===== src/rtl/ssx_pkg.sv =====
package ssx_pkg;

  localparam int unsigned PRIV_W = 3;
  localparam int unsigned CLS_W  = 2;

  typedef enum logic [PRIV_W-1:0] {
    PRIV_M  = 3'd0,
    PRIV_S  = 3'd1,
    PRIV_U  = 3'd2,
    PRIV_VS = 3'd3,
    PRIV_VU = 3'd4
  } priv_e;

  typedef enum logic [CLS_W-1:0] {
    CLS_OP32 = 2'd0,
    CLS_OP16 = 2'd1,
    CLS_SWAP = 2'd2
  } cls_e;

  typedef struct packed {
    logic exec;
    logic fallback;
    logic illegal;
    logic virt;
  } verdict_t;

endpackage


===== src/rtl/ssx_mode_gate.sv =====
module ssx_mode_gate
  import ssx_pkg::*;
(
  input  logic [PRIV_W-1:0] priv_i,
  input  logic              m_en_i,
  input  logic              h_en_i,
  input  logic              s_en_i,
  output logic              known_o,
  output logic              chain_on_o
);

  always_comb begin
    known_o    = 1'b1;
    chain_on_o = 1'b0;
    unique case (priv_i)
      PRIV_M:  chain_on_o = 1'b1;
      PRIV_S:  chain_on_o = m_en_i;
      PRIV_U:  chain_on_o = m_en_i & s_en_i;
      PRIV_VS: chain_on_o = m_en_i & h_en_i;
      PRIV_VU: chain_on_o = m_en_i & h_en_i & s_en_i;
      default: known_o    = 1'b0;
    endcase
    // chain never active below M without the machine enable
    if (known_o && priv_i != PRIV_M)
      p_chain_needs_m_r3: assert (!chain_on_o || m_en_i);
  end

endmodule


===== src/rtl/ssx_swap_trap.sv =====
module ssx_swap_trap
  import ssx_pkg::*;
(
  input  logic [PRIV_W-1:0] priv_i,
  input  logic              m_en_i,
  input  logic              h_en_i,
  input  logic              s_en_i,
  output logic              illegal_o,
  output logic              virtual_o
);

  logic is_virt;

  // Only meaningful below M with the chain off.
  always_comb begin
    is_virt   = (priv_i == PRIV_VS) || (priv_i == PRIV_VU);
    illegal_o = 1'b0;
    virtual_o = 1'b0;
    if (!m_en_i) begin
      illegal_o = 1'b1;
    end else if (priv_i == PRIV_U) begin
      illegal_o = !s_en_i;
    end else if (is_virt) begin
      virtual_o = !h_en_i || (priv_i == PRIV_VU && !s_en_i);
    end
    p_trap_exclusive_r5: assert (!(illegal_o && virtual_o));
    p_virt_only_guest_r6: assert (!virtual_o || is_virt);
  end

endmodule


===== src/rtl/ssx_perm_check.sv =====
module ssx_perm_check
  import ssx_pkg::*;
(
  input  logic       valid_i,
  input  logic [1:0] cls_i,
  input  logic [2:0] priv_i,
  input  logic       m_en_i,
  input  logic       h_en_i,
  input  logic       s_en_i,
  output logic       exec_o,
  output logic       fallback_o,
  output logic       illegal_o,
  output logic       virtual_o
);

  logic     mode_known;
  logic     chain_on;
  logic     swap_ill;
  logic     swap_virt;
  logic     cls_known;
  logic     go;
  verdict_t vd;

  ssx_mode_gate i_mode_gate (
    .priv_i     (priv_i),
    .m_en_i     (m_en_i),
    .h_en_i     (h_en_i),
    .s_en_i     (s_en_i),
    .known_o    (mode_known),
    .chain_on_o (chain_on)
  );

  ssx_swap_trap i_swap_trap (
    .priv_i    (priv_i),
    .m_en_i    (m_en_i),
    .h_en_i    (h_en_i),
    .s_en_i    (s_en_i),
    .illegal_o (swap_ill),
    .virtual_o (swap_virt)
  );

  always_comb begin
    cls_known = (cls_i == CLS_OP32) || (cls_i == CLS_OP16) || (cls_i == CLS_SWAP);
    go        = valid_i && cls_known && mode_known;
    vd        = '0;
    if (go) begin
      if (chain_on)               vd.exec     = 1'b1;
      else if (cls_i != CLS_SWAP) vd.fallback = 1'b1;
      else begin
        vd.illegal = swap_ill;
        vd.virt    = swap_virt;
      end
    end
    p_onehot_r1: assert ($onehot0(vd) && (!go || $countones(vd) == 1));
    p_idle_r8:   assert (go || vd == '0);
    p_trap_swap_only_r4: assert (!(vd.illegal || vd.virt) || cls_i == CLS_SWAP);
    p_m_exec_r2: assert (!(go && priv_i == PRIV_M) || vd.exec);
  end

  assign exec_o     = vd.exec;
  assign fallback_o = vd.fallback;
  assign illegal_o  = vd.illegal;
  assign virtual_o  = vd.virt;

endmodule


===== config.mk =====
export PLATFORM = sky130hd
export DESIGN_NAME = ssx_perm_check
export DESIGN_NICKNAME = d
export VERILOG_FILES = /design/src/rtl/ssx_pkg.sv /design/src/rtl/ssx_mode_gate.sv /design/src/rtl/ssx_swap_trap.sv /design/src/rtl/ssx_perm_check.sv
export SDC_FILE = /design/constraint.sdc
export NUM_CORES = 1
export LEC_CHECK = 0
export BUFFER_PORTS_ARGS = -buffer_cell sky130_fd_sc_hd__clkbuf_2
export CORE_AREA = 5 5 42 44
export DETAILED_ROUTE_END_ITERATION = 8
export DIE_AREA = 0 0 47 49
export PLACE_DENSITY_LB_ADDON = 0.08
export SLEW_MARGIN = 10
export SYNTH_ARGS = -nofsm -noshare
export SYNTH_HDL_FRONTEND = slang
export SYNTH_HIERARCHICAL = 1
export SYNTH_SLANG_ARGS = --single-unit
export TNS_END_PERCENT = 1

===== constraint.sdc =====
create_clock -name vclk -period 2.3
set_clock_uncertainty 0.2 [all_clocks]
set_input_delay 0.23 -clock vclk [all_inputs]
set_output_delay 0.23 -clock vclk [all_outputs]
set_load 0.02 [all_outputs]

==> results of run 1 <==
[where the power goes]
group          leakage (nW)  internal (mW)  total [mW]  switching [mW]
clock                     0              0           0               0
sequential                0              0           0               0
combinational         0.116         0.0165      0.0360          0.0196
[metal layers]
layer / part of all wire, % / vias to the layer above
met1: 40 / 101
met3: 0 / 0
met2: 60 / 1
li1: - / 113
met5: 0 / -
met4: 0 / 0
[logic make-up after synthesis]
family                 after synthesis  synth area share (%)
AO/OA/AOI/OAI                        8                  33.9
buffers and inverters                1                  2.54
AND/OR/NAND/NOR                     14                  63.6
[layout make-up]
class | count | area [µm²] | share of cell area [%]
Multi-Input combinational cell | 22 | 144 | 61.8
Timing Repair Buffer | 13 | 65.1 | 28.0
Tap cell | 16 | 20.0 | 8.60
Inverter | 1 | 3.75 | 1.61
[how the worst min path moves through the flow]
stage | slack, ps | start | endpoint
finish | 550 | cls_i[0] | illegal_o
global route | 590 | cls_i[0] | virtual_o
CTS | 560 | cls_i[0] | illegal_o
detailed placement | 560 | cls_i[0] | illegal_o
global placement | 550 | cls_i[0] | illegal_o
floorplan | 340 | cls_i[1] | fallback_o
[Yosys cell counts]
master	n	share of area (%)
nor2_1	1	2.5
a211o_1	1	5.9
nand2_1	3	7.6
nand3_1	1	3.4
inv_1	1	2.5
a21oi_1	4	14
nor2b_1	1	4.2
a211oi_1	1	5.1
o41ai_1	1	5.9
nand3b_4	1	14
and4bb_2	1	8.5
or2b_1	1	5.1
o21ai_0	1	3.4
nand2b_1	2	8.5
nor3_1	3	10
[cells in the final DEF, fill, tap and decap left out, types with 2 or more instances in the layout]
master and n:
a21oi_1 4, clkbuf_2 13, nand2_1 3, nand2b_1 2, nor3_1 3
[critical path: stages]
cell      delay, ps
clkbuf_2        150
or2b_1          110
a21oi_1          60
a211o_1         310
nand3b_4        160
nor3_1          190
clkbuf_2        200
[metrics by stage]
stage	power [mW]	cells	setup WS [ps]	cell area (µm²)
final	0.0360	52	448	233
after detailed placement	0.0365	52	442	233
after floorplan	0.0181	23	500	148
after CTS	0.0367	52	435	233
after global placement	0.0358	52	474	233
after global routing	0.0406	52	326	233
==> summary.md, run 1 <==
| Metric | Value |
|---|---|
| Total GRT Usage | `under 10%` |
| RSZ-0062 raised after global routing | `false` |
| Peak supply drop | `roughly 0.026 mV` |
| Post-Syn Area | `between 100 and 150 µm²` |
| Min-Delay Path Depth | `3` |
| First-pass GRT wire length | `883 µm` |
| Crit path launch | `priv_i[1]` |
| Synth Warn # | `6` |
| Hold_buf cts | `0` |
| Max-cap violations | `0` |
| Leak Pwr | `around 0.12 nW` |
| CP Max Fanout | `7` |
| Core Region | `1400 µm²` |
| Fin crit share | `between 80% and 90%` |
| Drc violations | `0` |
| Met3 Use GR | `0%` |
| Ratio of cells with drive above 1 in the final layout | `roughly two fifths` |
| Cell count after synthesis | `23` |
| Final wirelength | `~500 µm` |
| Power density cells | `around 150 nW/µm²` |
| CP endpoint | `virtual_o` |
| Finish-stage setup viols | `0` |
| Final core occ | `about 17%` |
| Worst hold margin | `about 550 ps` |
| Largest net degree at the start of global routing | `8` |
| Average wire per standard cell | `about 9.9 µm` |
| Number of global-route vias before repair | `around 220` |
| CP required | `1870 ps` |
| Global routing's busiest layer | `met2` |
| CP arrival | `approximately 1400 ps` |
| Port bufs | `13` |
| Setup bufs post-CTS | `0` |
| GR Util met2 | `under 10%` |
| I/O pins | `13` |
| Syn Nets | `32` |
| Die Ht | `~50 µm` |
| CLK BUF | `0` |
| 1st-iter DRT viols | `0` |
| Relative slew slack | `between 70 and 80%` |
| Min cycle time layout | `~1900 ps` |
| M1 GR Usage | `under 10%` |
| Via density | `approximately 4.1` |
| Crit path kind | `in2out` |
| FMAX | `0.540 GHz` |
| Sequential cell count | `0` |
| Antenna violations before repair | `0` |
| Initial Util | `10.5%` |
| Final nets | `47` |
| Routed via count | `between 200 and 250` |
| Die area | `around 2300 µm²` |
| Remaining Overflow, GRT | `0` |
| Worst-margin pin slew | `413 ps` |
| Distinct cell type count after synthesis | `15` |
| ANT cells | `0` |
| CP startpoint kind | `primary input` |
| FF+latch area | `0 µm²` |
| Final hold vios | `0` |
| FILL cells | `~190` |
| Area Growth Syn to Fin | `57.6%` |
| Worst min-delay path category | `in2out` |
| Final RePlAce weighted congestion | `just over 0.7` |
| Sequential share of the synthesized area | `0%` |
| Fin. max-slew vios | `0` |
| Status | `complete, no violations` |
| Post-cts sizing count | `0` |
| Iteration count of the initial detailed-routing pass | `1` |
| DRT antenna net count | `0` |
| Die Wd | `47 µm` |
| Std-Cell Rows | `14` |
| Crit end category | `output pin` |
| Setup_tns | `0 ps` |
| Avg Cell Area, Syn | `around 6.4 µm²` |
(Power assumes the default switching activity.)
==> inputs of run 2 (changes only) <==
clock period = 1.6 ns   (was 2.3 ns; I/O delays follow)
==> run 2 against run 1 <==
Compared with the run above: combinational power rose by 100%; critical path depth fell by 1; global-route usage rose by 0.14 points; final cell count rose by 12%; flip-flop and latch count did not move; first-iteration DRC count rose by 2; total power rose by 100%; core utilization rose by 6.5 points; via count rose by 11%; count of clock-buffer cells in the layout did not move; non-clock buffer count rose by 6.
==> summary.md, run 2 (synthesis gave the netlist of run 1 again) <==
| Metric | Value |
|---|---|
| CP required | `1240 ps (-630 ps)` |
| Commonest non-fill, non-tap cells in the layout | `clkbuf_2, buf_4, buf_6` |
| Crit path kind | `in2out` |
| Setup bufs post-CTS | `0 (unchanged)` |
| Iteration count of the initial detailed-routing pass | `2 (+1)` |
| Number of global-route vias before repair | `241 (+11%)` |
| Drc violations | `0 (unchanged)` |
| Min cycle time layout | `1540 ps` |
| Hold_buf cts | `0 (unchanged)` |
| Worst min-delay path category | `in2out` |
| Average wire per standard cell | `9.83 µm (-0.77%)` |
| Antenna violations before repair | `0 (unchanged)` |
| Final nets | `53 (+13%)` |
| Port bufs | `13 (unchanged)` |
| Relative slew slack | `76.8% (+4.6 points)` |
| Ratio of cells with drive above 1 in the final layout | `57.1% (+15 points)` |
| Final worst setup slack | `63.8 ps (-385 ps)` |
| Crit path launch | `priv_i[0]` |
| CP endpoint | `illegal_o` |
| ANT cells | `0 (unchanged)` |
| Largest net degree at the start of global routing | `8 (unchanged)` |
| Setup_tns | `0 ps (unchanged)` |
| Routed via count | `239 (+11%)` |
| Final Power | `0.0735 mW (+100%)` |
| Crit-path cells | `buf_6 > buf_4 > o41ai_1 > nand2_1 > nor3_2 > buf_4` |
| Fin. max-slew vios | `0 (unchanged)` |
| First-pass GRT wire length | `924 µm (+4.6%)` |
| CLK BUF | `0 (unchanged)` |
| Most common cell after layout, fill and taps aside | `clkbuf_2` |
| Power density cells | `227 nW/µm² (+46%)` |
| Pre-CTS setup slack | `-48.8 ps (-491 ps)` |
| Cells after DPL | `58 (+12%)` |
| Via density | `4.12 (-0.34%)` |
| CP startpoint kind | `primary input` |
| Total GRT Usage | `4.77% (+0.14 points)` |
| I/O pins | `13 (unchanged)` |
| Finish-stage setup viols | `0 (unchanged)` |
| Peak supply drop | `0.0414 mV (+60%)` |
| Worst path max stage delay | `360 ps (+50 ps)` |
| Final core occ | `23.1% (+6.5 points)` |
| Die Ht | `49 µm (unchanged)` |
| Core Region | `1400 µm² (unchanged)` |
| Worst-margin pin slew | `343 ps (-69.7 ps)` |
| RSZ-0062 raised after global routing | `true` |
| DP HPWL | `between 400 and 500 µm` |
| Leak Pwr | `0.157 nW (+35%)` |
| Crit end category | `output pin` |
| Std-Cell Rows | `14 (unchanged)` |
| Slowest library cell on the worst path | `o41ai_1` |
| Sequential cell count | `0 (unchanged)` |
| FF+latch area | `0 µm² (unchanged)` |
| DRT antenna net count | `0 (unchanged)` |
| CP arrival | `1180 ps (-240 ps)` |
| Initial Util | `10.5% (unchanged)` |
| Die Wd | `47 µm (unchanged)` |
| Max-cap violations | `0 (unchanged)` |
| CP Max Fanout | `5 (-2)` |
| Crit-path most repeated cell | `buf_4` |
| Post-Layout Cell Count | `58 (+12%)` |
| Die area | `2300 µm² (unchanged)` |
| 1st-iter DRT viols | `2 (+2)` |
| Final hold vios | `0 (unchanged)` |
| Area Growth Syn to Fin | `119%` |
| Remaining Overflow, GRT | `0 (unchanged)` |
| Final wirelength | `570 µm (+11%)` |
| Final RePlAce weighted congestion | `0.721 (+0.40%)` |
| Fin crit share | `96.0%` |
| Status | `complete, no violations` |
| FMAX | `0.651 GHz` |
## run 2: area by class of cell
type	instances	area, µm²
inverter	1	3.75
fill	170	1080
tap	16	20.0
multi-input combinational	22	159
timing repair buffer	19	141
## run 2: how the worst min path moves through the flow
stage | start | to | depth (start not counted)
6_report | cls_i[1] | fallback_o | 3
5_1_grt | cls_i[1] | fallback_o | 3
4_1_cts | cls_i[1] | fallback_o | 3
3_5_place_dp | cls_i[0] | virtual_o | 3
3_3_place_gp | cls_i[0] | virtual_o | 3
2_1_floorplan | cls_i[1] | fallback_o | 1
## run 2: stage by stage
step | hold slack [ps] | cell area, µm²
floorplan | 200 | 148
global placement | 413 | 278
detailed placement | 419 | 278
CTS | 427 | 293
global route | 451 | 324
finish | 428 | 324
## run 2: routing by layer
metal	up-vias	GRT usage, %	share of wire [%]
li1	127	-	-
met1	111	6.30	40
met2	1	8.82	60
met3	0	0	0
met4	0	0	0
met5	-	0	0
## run 2: report_power, final
| group | leakage [nW] | switching [mW] | internal [mW] |
|---|---|---|---|
| clock network | 0 | 0 | 0 |
| logic | 0.157 | 0.0333 | 0.0403 |
| registers | 0 | 0 | 0 |
| total | 0.157 | 0.0333 | 0.0403 |
## run 2: what timing repair did
item	CTS	global route
endpoints found under the setup margin	2	4
gates resized for setup	4	13
cloned	0	0
pin swaps	3	4
## run 2: worst max-delay path, delay by kind of cell
| family | cells | cell delay [ps] |
|---|---|---|
| and+or+nand+nor | 2 | 270 |
| AOI/OAI and AO/OA | 1 | 360 |
| buffers and inverters | 3 | 380 |
